### src/rtl/msg_irq_pkg.sv
package msg_irq_pkg;
  localparam int unsigned NUM_STAT   = 3;
  localparam int unsigned REG_CFG    = 0;
  localparam int unsigned REG_MASK   = 1;
  localparam int unsigned REG_FLAG   = 2;
  localparam int unsigned CFG_LVL_LSB  = 0;
  localparam int unsigned CFG_BASE_LSB = 8;
endpackage

### src/rtl/irq_flag_bank.sv
module irq_flag_bank #(
  parameter int unsigned NUM_SRC = 19
) (
  input  logic               clk_i,
  input  logic               rst_ni,
  input  logic [NUM_SRC-1:0] evt_i,
  input  logic               rd_flag_i,
  input  logic               wr_flag_i,
  input  logic [NUM_SRC-1:0] wdata_i,
  output logic [NUM_SRC-1:0] flag_o
);
  logic [NUM_SRC-1:0] flag_q, arm_q, clr;

  // only bits seen set by the last read, written 0, with no fresh event
  always_comb clr = wr_flag_i ? (arm_q & ~wdata_i & ~evt_i) : '0;

  always_ff @(posedge clk_i or negedge rst_ni) begin
    if (!rst_ni) begin
      flag_q <= '0;
      arm_q  <= '0;
    end else begin
      flag_q <= (flag_q & ~clr) | evt_i;
      if (wr_flag_i)      arm_q <= '0;
      else if (rd_flag_i) arm_q <= flag_q & ~evt_i;
      else                arm_q <= arm_q & ~evt_i;
    end
  end

  assign flag_o = flag_q;
endmodule

### src/rtl/irq_prio_enc.sv
module irq_prio_enc #(
  parameter int unsigned NUM_SRC = 19,
  parameter int unsigned CODE_W  = 5
) (
  input  logic [NUM_SRC-1:0] req_i,
  output logic               any_o,
  output logic [CODE_W-1:0]  code_o
);
  always_comb begin
    any_o  = |req_i;
    code_o = '0;
    for (int i = NUM_SRC - 1; i >= 0; i--) begin
      if (req_i[i]) code_o = CODE_W'(i);
    end
  end
endmodule

### src/rtl/irq_ack_unit.sv
module irq_ack_unit #(
  parameter int unsigned LVL_W  = 3,
  parameter int unsigned BASE_W = 3,
  parameter int unsigned CODE_W = 5,
  localparam int unsigned LINES = (1 << LVL_W) - 1,
  localparam int unsigned VEC_W = BASE_W + CODE_W
) (
  input  logic              clk_i,
  input  logic              rst_ni,
  input  logic [LVL_W-1:0]  level_i,
  input  logic [BASE_W-1:0] base_i,
  input  logic              any_i,
  input  logic [CODE_W-1:0] code_i,
  input  logic              iack_i,
  input  logic [LVL_W-1:0]  iack_lvl_i,
  input  logic              arb_win_i,
  output logic [LINES:1]    irq_o,
  output logic              vec_valid_o,
  output logic [VEC_W-1:0]  vec_o
);
  logic req_on, hit;
  logic vld_q;
  logic [VEC_W-1:0] vec_q;

  assign req_on = any_i && (level_i != '0);
  assign hit    = req_on && iack_i && arb_win_i && (iack_lvl_i == level_i);

  for (genvar g = 1; g <= LINES; g++) begin : g_line
    assign irq_o[g] = req_on && (level_i == LVL_W'(g));
  end

  always_ff @(posedge clk_i or negedge rst_ni) begin
    if (!rst_ni) begin
      vld_q <= 1'b0;
      vec_q <= '0;
    end else if (hit) begin
      vld_q <= 1'b1;
      vec_q <= {base_i, code_i};
    end else begin
      vld_q <= 1'b0;
      vec_q <= '0;
    end
  end

  assign vec_valid_o = vld_q;
  assign vec_o       = vec_q;
endmodule

### src/rtl/msg_irq_vecgen.sv
module msg_irq_vecgen
  import msg_irq_pkg::*;
#(
  parameter int unsigned NUM_BUF = 16,
  parameter int unsigned LVL_W   = 3,
  parameter int unsigned BASE_W  = 3,
  parameter int unsigned CODE_W  = 5,
  parameter int unsigned ADDR_W  = 2,
  parameter int unsigned DATA_W  = 32
) (
  input  logic                      clk_i,
  input  logic                      rst_ni,
  input  logic [ADDR_W-1:0]         addr_i,
  input  logic                      rd_en_i,
  input  logic                      wr_en_i,
  input  logic [DATA_W-1:0]         wdata_i,
  output logic [DATA_W-1:0]         rdata_o,
  input  logic [NUM_BUF-1:0]        buf_evt_i,
  input  logic                      busoff_evt_i,
  input  logic                      err_evt_i,
  input  logic                      wake_evt_i,
  input  logic                      iack_i,
  input  logic [LVL_W-1:0]          iack_lvl_i,
  input  logic                      arb_win_i,
  output logic [(1<<LVL_W)-1:1]     irq_o,
  output logic                      vec_valid_o,
  output logic [BASE_W+CODE_W-1:0]  vec_o
);
  localparam int unsigned NUM_SRC = NUM_BUF + NUM_STAT;

  logic sel_cfg, sel_mask, sel_flag;
  logic [LVL_W-1:0]   cfg_lvl_q;
  logic [BASE_W-1:0]  cfg_base_q;
  logic [NUM_SRC-1:0] mask_q, flag_q, evt, pend;
  logic               any_pend;
  logic [CODE_W-1:0]  code;

  assign sel_cfg  = (addr_i == ADDR_W'(REG_CFG));
  assign sel_mask = (addr_i == ADDR_W'(REG_MASK));
  assign sel_flag = (addr_i == ADDR_W'(REG_FLAG));

  // status sources sit above the buffers: bus-off, error, wake-up
  assign evt = {wake_evt_i, err_evt_i, busoff_evt_i, buf_evt_i};

  always_ff @(posedge clk_i or negedge rst_ni) begin
    if (!rst_ni) begin
      cfg_lvl_q  <= '0;
      cfg_base_q <= '0;
      mask_q     <= '0;
    end else if (wr_en_i) begin
      if (sel_cfg) begin
        cfg_lvl_q  <= wdata_i[CFG_LVL_LSB +: LVL_W];
        cfg_base_q <= wdata_i[CFG_BASE_LSB +: BASE_W];
      end
      if (sel_mask) mask_q <= wdata_i[NUM_SRC-1:0];
    end
  end

  always_comb begin
    rdata_o = '0;
    if (rd_en_i) begin
      if (sel_cfg) begin
        rdata_o[CFG_LVL_LSB +: LVL_W]   = cfg_lvl_q;
        rdata_o[CFG_BASE_LSB +: BASE_W] = cfg_base_q;
      end
      if (sel_mask) rdata_o[NUM_SRC-1:0] = mask_q;
      if (sel_flag) rdata_o[NUM_SRC-1:0] = flag_q;
    end
  end

  irq_flag_bank #(.NUM_SRC(NUM_SRC)) i_flags (
    .clk_i     (clk_i),
    .rst_ni    (rst_ni),
    .evt_i     (evt),
    .rd_flag_i (rd_en_i && sel_flag),
    .wr_flag_i (wr_en_i && sel_flag),
    .wdata_i   (wdata_i[NUM_SRC-1:0]),
    .flag_o    (flag_q)
  );

  assign pend = flag_q & mask_q;

  irq_prio_enc #(.NUM_SRC(NUM_SRC), .CODE_W(CODE_W)) i_enc (
    .req_i  (pend),
    .any_o  (any_pend),
    .code_o (code)
  );

  irq_ack_unit #(.LVL_W(LVL_W), .BASE_W(BASE_W), .CODE_W(CODE_W)) i_ack (
    .clk_i       (clk_i),
    .rst_ni      (rst_ni),
    .level_i     (cfg_lvl_q),
    .base_i      (cfg_base_q),
    .any_i       (any_pend),
    .code_i      (code),
    .iack_i      (iack_i),
    .iack_lvl_i  (iack_lvl_i),
    .arb_win_i   (arb_win_i),
    .irq_o       (irq_o),
    .vec_valid_o (vec_valid_o),
    .vec_o       (vec_o)
  );
endmodule

### config.mk
export PLATFORM = sky130hd
export DESIGN_NAME = msg_irq_vecgen
export DESIGN_NICKNAME = d
export VERILOG_FILES = /design/src/rtl/msg_irq_pkg.sv /design/src/rtl/irq_flag_bank.sv /design/src/rtl/irq_prio_enc.sv /design/src/rtl/irq_ack_unit.sv /design/src/rtl/msg_irq_vecgen.sv
export SDC_FILE = /design/constraint.sdc
export NUM_CORES = 1
export LEC_CHECK = 0
export ABC_CLOCK_PERIOD_IN_PS = 3200
export BUFFER_PORTS_ARGS = -buffer_cell sky130_fd_sc_hd__buf_2
export CAP_MARGIN = 20
export CELL_PAD_IN_SITES_DETAIL_PLACEMENT = 0
export CELL_PAD_IN_SITES_GLOBAL_PLACEMENT = 1
export CORE_ASPECT_RATIO = 0.75
export CORE_MARGIN = 5
export CORE_UTILIZATION = 40
export DETAILED_ROUTE_END_ITERATION = 7
export GPL_TIMING_DRIVEN = 0
export PLACE_DENSITY_LB_ADDON = 0.25
export SYNTH_ARGS = -nofsm -noshare
export SYNTH_HDL_FRONTEND = slang
export SYNTH_HIERARCHICAL = 1
export SYNTH_SLANG_ARGS = --single-unit
### constraint.sdc
create_clock -name clk_i -period 3.2 [get_ports clk_i]
set_input_delay 0.64 -clock clk_i [delete_from_list [all_inputs] [get_ports clk_i]]
set_output_delay 0.64 -clock clk_i [all_outputs]
set_load 0.01 [all_outputs]
==> results.py, run 1 <==
metrics = {
    "run_status": {
        "status": "finished with violations",
        "violations": "negative setup slack",
    },
    "power": {
        "p_int_mw": 2.13,
        "p_per_area_nw_per_um2": 562,
        "clockPowerShare_pct": 43.3,
        "swShare_pct": 25.3,
        "seq_power_share_pct": 36.8,
        "power_mw": 2.85,
        "comb_power_share_pct": 19.9,
        "vdd_ir_drop_max_uv": 493,
        "p_leak_nw": 2.29,
        "p_sw_mw": 0.719,
    },
    "job": {
        "max_cap_viol_count": 0,
    },
    "layout": {
        "stdcell_area_um2": 5060,
        "diodes": 0,
        "drive_gt1_share_pct": 41.2,
        "syn2layout_area_growth_pct": 30.1,
        "nNetsFinal": 526,
        "final_cell_count_no_fill": 601,
    },
    "global_routing": {
        "track_usage_pct": 17.9,
        "grt_pass1_wl_um": 15800,
        "grt_pass1_vias": 3104,
        "antenna_found_initial": 0,
        "grt-ovfl-total": 0,
        "grt_max_degree": 41,
    },
    "place": {
        "dpl.hpwl_um": 7400,
        "post_dp_cell_area_um2": 4530,
        "place.gp.congestion": 0.800,
        "dpl.cell_count": 571,
        "numPortBuffers": 81,
    },
    "worst_setup_path": {
        "cp.required_ns": 2.56,
        "crit_chain": "and2_4 -> or4_4 -> or3_4 -> or4_4 -> nand2b_4 -> nor2_2 -> buf_2",
        "reg2reg_depth": 7,
        "crit-reg2reg-launch": "mask_q[9]",
        "worstPathArrival_ns": 2.58,
        "crit_family": "simple AND/OR/NAND/NOR gates",
        "crit_type": "flop to output pin",
        "r2r_end": "i_ack/vec_o[6]",
        "cp.buffers_inverters": 1,
        "slowest_stage": "or4_4",
        "timing.reg2reg.setup_slack_ns": 0.72,
        "cp_common_cell": "or4_4",
        "max_stage_delay_ns": 0.53,
        "critPathLaunchType": "flop",
        "cp_max_fo": 3,
        "end_kind": "output pin",
    },
    "logic_synthesis": {
        "syn-cell-area_um2": 3890,
        "synth_area_per_cell_um2": 11.3,
        "yosys_warnings": 6,
        "ys_seq_elements": 72,
        "syn_inst": 345,
        "synthFlopType": "dfrtp_1",
        "yosysSeqAreaShare_pct": 46.3,
        "async_reset_ff_share_pct": 100,
        "synthDistinctLibCells": 45,
        "synth_edf_count": 0,
    },
    "clock_tree": {
        "cts.clk_slew.worst_paths_ns": 0.06,
        "cts_tree": "yes",
        "cts_buffer_depth": 2,
        "clk_latency_ns": 0.34,
        "htreeDepth": 3,
        "cts_buffers": 9,
        "cts_root_buf": "clkbuf_16",
        "cts.sinks": 72,
    },
    "floorplanning": {
        "die_w_um": 124,
        "ios": 110,
        "die_area_um2": 11800,
        "coreArea_um2": 9580,
        "rows": 31,
        "initial_core_util_pct": 40.6,
        "die_h_um": 95.4,
    },
    "routing": {
        "vias": 3057,
        "postRouteAntennaNets": 0,
        "viasPerCell": 5.09,
        "drt_first_iter_violations": 173,
        "drc": 0,
        "dr.pass1.iters": 4,
        "routed_wl_um": 10100,
        "wl_per_cell_um": 16.8,
    },
    "sta": {
        "rsz0062_at_grt": "yes",
        "fmax_mhz": 311,
        "period_needed_ns": 3.22,
        "whs_ns": 0.244,
        "setup_slack_ns": -0.0188,
        "fin_crit_sh_pct": 101,
        "relSlewSlack_pct": 59.3,
        "worst_pin_slew_ns": 0.608,
        "setup_viol_count_final": 7,
        "finalHoldViolCount": 0,
        "fin_skew_ns": 0.00748,
        "slew_viol_final": 0,
    },
    "min_path": {
        "hold_class": "input port to asynchronous set/reset pin",
    },
}
[registers in the layout, indices dropped and copies added (netlist names)]
register	count
cfg_base_q	3
i_flags/flag_o	19
i_flags/arm_q	19
mask_q	19
cfg_lvl_q	3
i_ack/vec_valid_o	1
i_ack/vec_o	8
[metal layers]
layer | wire, um | track usage [%] | vias up
met5 | 0 | 0 | -
met4 | 127 | 6.54 | 0
met3 | 549 | 4.63 | 11
met2 | 4730 | 26.9 | 80
met1 | 4710 | 24.9 | 1507
li1 | - | - | 1459
[worst max-delay path by stage]
stage	from	endpoint	slack, ns	cells after the start
global route	mask_q[9]	irq_o[1]	-0.08	7
finish	mask_q[9]	irq_o[6]	-0.02	7
floorplan	i_flags/flag_o[10]	irq_o[3]	0.42	6
CTS	mask_q[9]	irq_o[5]	-0.07	7
global placement	i_flags/flag_o[10]	irq_o[1]	0.12	7
detailed placement	i_flags/flag_o[10]	irq_o[6]	0.1	7
[logic make-up after synthesis]
| group | Yosys count | share of synthesized area, % |
|---|---|---|
| AO/OA/AOI/OAI | 50 | 9.39 |
| XOR/XNOR | 2 | 0.643 |
| buffers and inverters | 32 | 5.73 |
| flip-flops | 72 | 46.3 |
| multiplexers | 50 | 14.6 |
| other | 1 | 0.0964 |
| AND/OR/NAND/NOR | 138 | 23.2 |
[synthesized netlist by cell type, types with 6 or more instances]
cell | number | area share, %
a21o_1 | 19 | 3.7
nor3_1 | 15 | 1.9
buf_2 | 6 | 0.77
dfrtp_1 | 72 | 46
nand3b_1 | 26 | 5.0
mux2i_1 | 25 | 6.4
nor3_2 | 10 | 2.6
and2_1 | 28 | 4.5
buf_4 | 15 | 2.9
a22oi_1 | 13 | 2.5
nor4b_1 | 7 | 1.6
mux2_4 | 10 | 3.9
mux2_2 | 15 | 4.3
o21ai_0 | 8 | 1.0
nor2b_1 | 14 | 2.3
nor2_1 | 16 | 1.5
[what timing repair did]
action,CTS,global route
gates cloned,0,0
setup endpoints to repair,7,7
buffers inserted,10,4
hold buffers,0,0
pin swaps,8,4
resized for setup,12,5
[cell type report]
type / instances / area, um2
multi-input combinational: 253 / 1970
timing repair buffer: 96 / 533
inverter: 4 / 15.0
sequential: 72 / 1800
buffer: 28 / 208
clock inverter: 6 / 130
fill: 901 / 4520
clock buffer: 10 / 239
tap: 132 / 165
[metrics by stage]
| stage | setup TNS (ns) | setup slack (ns) | util [%] |
|---|---|---|---|
| floorplan | 0 | 0.424 | - |
| global placement | 0 | 0.121 | 47.0 |
| detailed placement | 0 | 0.0974 | 47.3 |
| CTS | -0.505 | -0.0747 | 52.4 |
| global route | -0.501 | -0.0838 | 52.8 |
| finish | -0.110 | -0.0188 | 52.8 |
[placed cells by master (no fill, tap or decap), types with 2 or more instances in the layout]
cell       netlist  routed
and2b_1          2       2
nand2_1          4       3
inv_1            4       4
nor3_2          10      11
buf_12           1       2
o21ai_0          8       8
bufinv_16        0       4
mux2i_1         25      25
buf_4           15      30
mux2_2          15      15
and2_4           0       4
nand3_1          2       2
clkbuf_16        0       9
a21oi_1          3       3
nor2b_1         14      14
or4_4            1       2
and2_1          28      23
buf_2            6      86
dfrtp_1         72      72
mux2_4          10      10
nand3b_1        26      26
conb_1           1      13
nor2_2           0       2
buf_6            3       3
nor2_1          16      14
nor4b_1          7       7
a22oi_1         13      13
clkinv_2         0       2
nor3_1          15      14
nor4_1           3       2
clkbuf_1         3       3
a21o_1          19      19
[power by group through the flow]
stage	sequential [mW]	clock, mW	combinational (mW)
3_3_place_gp	1.06	0	0.496
2_1_floorplan	1.04	0	0.347
6_report	1.05	1.23	0.565
5_1_grt	1.06	1.30	0.619
4_1_cts	1.05	1.26	0.551
3_5_place_dp	1.06	0	0.508
[worst register-to-register path, stage by stage, from the launching register on]
cell	delay [ns]
dfrtp_1	0.38
and2_4	0.17
or4_4	0.53
or3_4	0.39
or4_4	0.48
buf_4	0.17
nand3_2	0.15
nor4b_1	0.09
(Power assumes the default switching activity.)
==> run 2: changes to the inputs <==
Settings changed: CORE_UTILIZATION 40 to 35.
==> run 2 against run 1 <==
  * The flow now finishes without violations
  * Global-route usage shrank 2.0 points
  * Wire length grew 3.0%
  * Total power shrank 6.2%
  * Core utilization shrank 6.6 points
  * Sequential power is essentially flat
  * Clock skew is essentially flat
  * Fmax grew 1.7%
  * Critical path type unchanged
  * Critical endpoint is now irq_o[1]
==> results.py, run 2 (synthesis gave the netlist of run 1 again) <==
metrics = {
    "min_path": {
        "hold_class": "input port to asynchronous set/reset pin",
    },
    "sta": {
        "worst_pin_slew_ns": 0.678,
        "fin_skew_ns": 0.00737,
        "whs_ns": 0.0992,
        "slew_viol_final": 0,
        "setup_viol_count_final": 0,
        "finalHoldViolCount": 0,
        "setup_slack_ns": 0.0337,
        "fin_tns_setup_ns": 0,
        "fin_crit_sh_pct": 98.9,
        "period_needed_ns": 3.17,
        "relSlewSlack_pct": 54.6,
        "fmax_mhz": 316,
        "rsz0062_at_grt": "yes",
    },
    "power": {
        "p_per_area_nw_per_um2": 529,
        "vdd_ir_drop_max_uv": 256,
        "p_leak_nw": 2.28,
    },
    "place": {
        "place.gp.congestion": 0.847,
        "numPortBuffers": 81,
        "place_ws_ns": 0.116,
        "post_dp_cell_area_um2": 4550,
        "dpl.hpwl_um": 7560,
    },
    "clock_tree": {
        "postCtsHoldBufs": 0,
        "cts.sinks": 72,
        "clk_latency_ns": 0.34,
        "cts.clk_slew.worst_paths_ns": 0.05,
        "htreeDepth": 3,
        "cts_root_buf": "clkbuf_16",
        "cts_tree": "yes",
        "cts_buffer_depth": 2,
        "cts_buffers": 9,
    },
    "worst_setup_path": {
        "end_kind": "output pin",
        "crit-reg2reg-launch": "mask_q[10]",
        "crit_type": "flop to output pin",
        "timing.reg2reg.setup_slack_ns": 0.75,
        "worstPathArrival_ns": 2.53,
        "cp.required_ns": 2.56,
        "cp_max_fo": 4,
        "critPathLaunchType": "flop",
        "r2r_end": "i_ack/vec_o[3]",
        "reg2reg_depth": 7,
    },
    "floorplanning": {
        "die_area_um2": 13300,
        "die_h_um": 101,
        "ios": 110,
        "coreArea_um2": 10900,
        "rows": 33,
        "initial_core_util_pct": 35.7,
        "die_w_um": 132,
    },
    "layout": {
        "multi_input_area_um2": 1980,
        "drive_gt1_share_pct": 41.5,
        "diodes": 0,
        "stdcell_area_um2": 5040,
        "nNetsFinal": 527,
        "final_cell_mix": "86 x buf_2, 72 x dfrtp_1, 31 x buf_4",
        "ff_latch_area_um2": 1800,
        "fillCellCount": 1033,
        "final_common_cell": "buf_2",
        "syn2layout_area_growth_pct": 29.7,
    },
    "global_routing": {
        "track_usage_pct": 15.9,
        "grt_pass1_vias": 3042,
        "grt_pass1_wl_um": 16700,
        "grt-ovfl-total": 0,
        "grt_max_degree": 71,
        "antenna_found_initial": 0,
    },
    "routing": {
        "dr.pass1.iters": 4,
        "wl_per_cell_um": 17.1,
        "viasPerCell": 4.95,
        "routed_wl_um": 10400,
        "vias": 3021,
        "postRouteAntennaNets": 0,
        "drc": 0,
        "drt_first_iter_violations": 163,
    },
    "run_status": {
        "status": "finished clean",
    },
    "job": {
        "max_cap_viol_count": 0,
    },
}
run 2: cell type report:
type                       count  share of cell area (%)
tap                          140                    3.47
sequential                    72                    35.7
multi-input combinational    253                    39.2
clock inverter                 2                   0.694
timing repair buffer          97                    10.9
clock buffer                  14                    5.63
inverter                       4                   0.298
buffer                        28                    4.12
run 2: repair_timing:
item	CTS	global route
setup endpoints to repair	7	7
setup buffers	9	6
resized for setup	13	8
pin swaps	9	7
endpoints found under the hold margin	0	0
run 2: power by group:
part           switching (mW)  total, mW  internal (mW)
Combinational           0.288      0.574          0.286
Sequential             0.0618       1.05          0.986
Clock                   0.360       1.05          0.687
Total                   0.710       2.67           1.96
run 2: worst max-delay path by stage:
stage / startpoint / to / cells past startpoint
6_report: mask_q[10] / irq_o[1] / 7
5_1_grt: mask_q[10] / irq_o[3] / 7
4_1_cts: mask_q[9] / irq_o[1] / 7
3_5_place_dp: i_flags/flag_o[10] / irq_o[1] / 7
3_3_place_gp: i_flags/flag_o[10] / irq_o[1] / 7
2_1_floorplan: i_flags/flag_o[10] / irq_o[3] / 6
run 2: worst max-delay path, cell delays in order (launching register included):
cell	delay (ns)
dfrtp_1	0.38
and2_4	0.17
or4_4	0.53
or3_4	0.34
or4_4	0.48
nand2_4	0.11
nor3_2	0.04
buf_2	0.14
run 2: routing by layer:
metal / GRT usage [%] / vias to the layer above / wire length, um
met5: 0 / - / 0
met4: 3.95 / 0 / 110
met3: 5.16 / 14 / 693
met2: 23.1 / 99 / 4340
met1: 22.9 / 1452 / 5280
li1: - / 1456 / -
run 2: stage by stage:
| stage | utilization, % | power [mW] | cells |
|---|---|---|---|
| after floorplan | - | 1.39 | 357 |
| after global placement | 41.4 | 1.56 | 578 |
| after detailed placement | 41.7 | 1.58 | 579 |
| after CTS | 45.7 | 2.68 | 604 |
| after global routing | 46.3 | 2.79 | 610 |
| final | 46.3 | 2.67 | 610 |
==> run 3: changes to the inputs <==
Settings changed: CELL_PAD_IN_SITES_DETAIL_PLACEMENT 0 to 1, CELL_PAD_IN_SITES_GLOBAL_PLACEMENT 1 to 2, CORE_UTILIZATION 35 to 33.
==> run 3 against run 2 <==
  * Critical path depth is the same
  * Sequential share of layout area is 0.12 points higher
  * Highest routed layer is now met5
  * Hold slack gained 0.077 ns
  * Clock skew shrank 0.0014 ns
==> results.py, run 3 (synthesis gave the netlist of run 1 again) <==
metrics = {
    "layout": {
        "final_cell_count_no_fill": 631,
        "final_cell_mix": "85 x buf_2, 72 x dfrtp_1, 33 x buf_4",
        "diodes": 0,
        "drive_gt1_share_pct": 41.6,
        "nNetsFinal": 529,
        "final_common_cell": "buf_2",
        "syn2layout_area_growth_pct": 29.2,
        "fin_util_pct": 43.4,
    },
    "worst_setup_path": {
        "end_kind": "output pin",
        "cp.required_ns": 2.56,
        "max_stage_delay_ns": 0.53,
        "crit_start": "mask_q[10]",
        "crit_chain": "and2_4 -> or4_4 -> or3_4 -> or4_4 -> nand2b_4 -> nor2_2 -> buf_2",
        "slowest_stage": "or4_4",
        "cp_common_cell": "or4_4",
        "crit-reg2reg-launch": "mask_q[10]",
        "cp_max_fo": 3,
        "critPathLaunchType": "flop",
        "crit_type": "flop to output pin",
        "worstPathArrival_ns": 2.53,
    },
    "routing": {
        "vias": 3071,
        "postRouteAntennaNets": 0,
        "drc": 0,
        "wl_per_cell_um": 18.0,
        "drt_first_iter_violations": 78,
        "routed_wl_um": 11400,
        "dr.pass1.iters": 4,
        "viasPerCell": 4.87,
    },
    "sta": {
        "worst_pin_slew_ns": 0.634,
        "setup_viol_count_final": 0,
        "setup_slack_ns": 0.0284,
        "period_needed_ns": 3.17,
        "relSlewSlack_pct": 57.6,
        "fin_crit_sh_pct": 99.1,
        "rsz0062_at_grt": "yes",
        "finalHoldViolCount": 0,
        "fmax_mhz": 315,
        "slew_viol_final": 0,
        "fin_skew_ns": 0.00599,
    },
    "place": {
        "dpl.hpwl_um": 8360,
        "place.gp.congestion": 0.745,
        "dpl.cell_count": 601,
        "numPortBuffers": 81,
        "place_ws_ns": 0.0978,
    },
    "global_routing": {
        "grt_pass1_wl_um": 18200,
        "track_usage_pct": 16.4,
        "grt-ovfl-total": 0,
        "grt_pass1_vias": 3444,
        "antenna_found_initial": 1,
        "grt_max_degree": 57,
    },
    "floorplanning": {
        "coreArea_um2": 11600,
        "initial_core_util_pct": 33.6,
        "die_h_um": 104,
        "rows": 34,
        "die_area_um2": 14100,
        "die_w_um": 135,
        "ios": 110,
    },
    "clock_tree": {
        "cts_tree": "yes",
        "cts.clk_slew.worst_paths_ns": 0.05,
        "cts_root_buf": "clkbuf_16",
        "cts.sinks": 72,
        "cts_buffer_depth": 2,
        "htreeDepth": 3,
        "clk_latency_ns": 0.33,
        "postCtsHoldBufs": 0,
        "cts_buffers": 9,
    },
    "power": {
        "p_leak_nw": 2.25,
        "p_per_area_nw_per_um2": 496,
        "vdd_ir_drop_max_uv": 290,
    },
    "min_path": {
        "hold_class": "input port to asynchronous set/reset pin",
    },
    "job": {
        "max_cap_viol_count": 0,
    },
    "run_status": {
        "status": "finished clean",
    },
}
[run 3: cell types whose count changed in the layout (fill, tap and decap cells not counted), sizes merged]
cell	delta
buf	+2
bufinv	-1
clkbuf	-3
clkinv	+1
[run 3: metrics by stage]
stage | total power [mW] | hold WS (ns) | area [um2] | TNS (ns)
after floorplan | 1.39 | 0.344 | 3940 | 0
after global placement | 1.56 | 0.505 | 4540 | 0
after detailed placement | 1.59 | 0.518 | 4570 | 0
after CTS | 2.49 | 0.172 | 4930 | -0.751
after global routing | 2.62 | 0.181 | 5030 | -0.235
final | 2.49 | 0.176 | 5030 | 0
[run 3: path summary, 6_finish.rpt]
path	endpoint	slack [ns]	cells past startpoint
worst min-delay path	i_ack/vec_o[6]	0.18	1
worst max-delay path	irq_o[6]	0.03	7
worst min register to register	i_flags/flag_o[13]	0.52	1
max in group asynchronous	cfg_lvl_q[2]	2.45	2
min in group clk_i	i_flags/arm_q[11]	0.48	2
worst max register to register	i_ack/vec_o[4]	0.71	7
[run 3: area by class of cell]
type	instances	area, um2
fill	1307	6540
multi-input combinational	253	1990
sequential	72	1800
timing repair buffer	99	569
clock buffer	11	233
buffer	28	208
tap	162	203
inverter	4	15.0
clock inverter	2	10.0
[run 3: repair_timing]
action,4_1_cts,5_1_grt
setup endpoints to repair,7,7
resized for setup,12,13
pin swaps,9,5
buffers inserted,9,8
gates cloned,0,0
hold endpoints to repair,0,0
[run 3: metal layers]
metal  global-route usage, %  share of wire [%]  vias up  wire length (um)
li1                        -                  -     1458                 -
met1                    22.8                 48     1528              5510
met2                    25.6                 46       71              5230
met3                    4.64                4.8       12               547
met4                    3.60               0.79        2                90
met5                       0               0.11        -                13
[run 3: critical path: cells and delay by family (launching register included)]
kind | cells | cell delay [ns]
and+or+nand+nor | 6 | 1.69
DFF | 1 | 0.39
buffers and inverters | 1 | 0.13
[run 3: where the power goes]
part           total (mW)  internal, mW  switching, mW
Clock               0.856         0.509          0.347
Combinational       0.583         0.288          0.295
Sequential           1.05         0.986         0.0663
Total                2.49          1.78          0.709
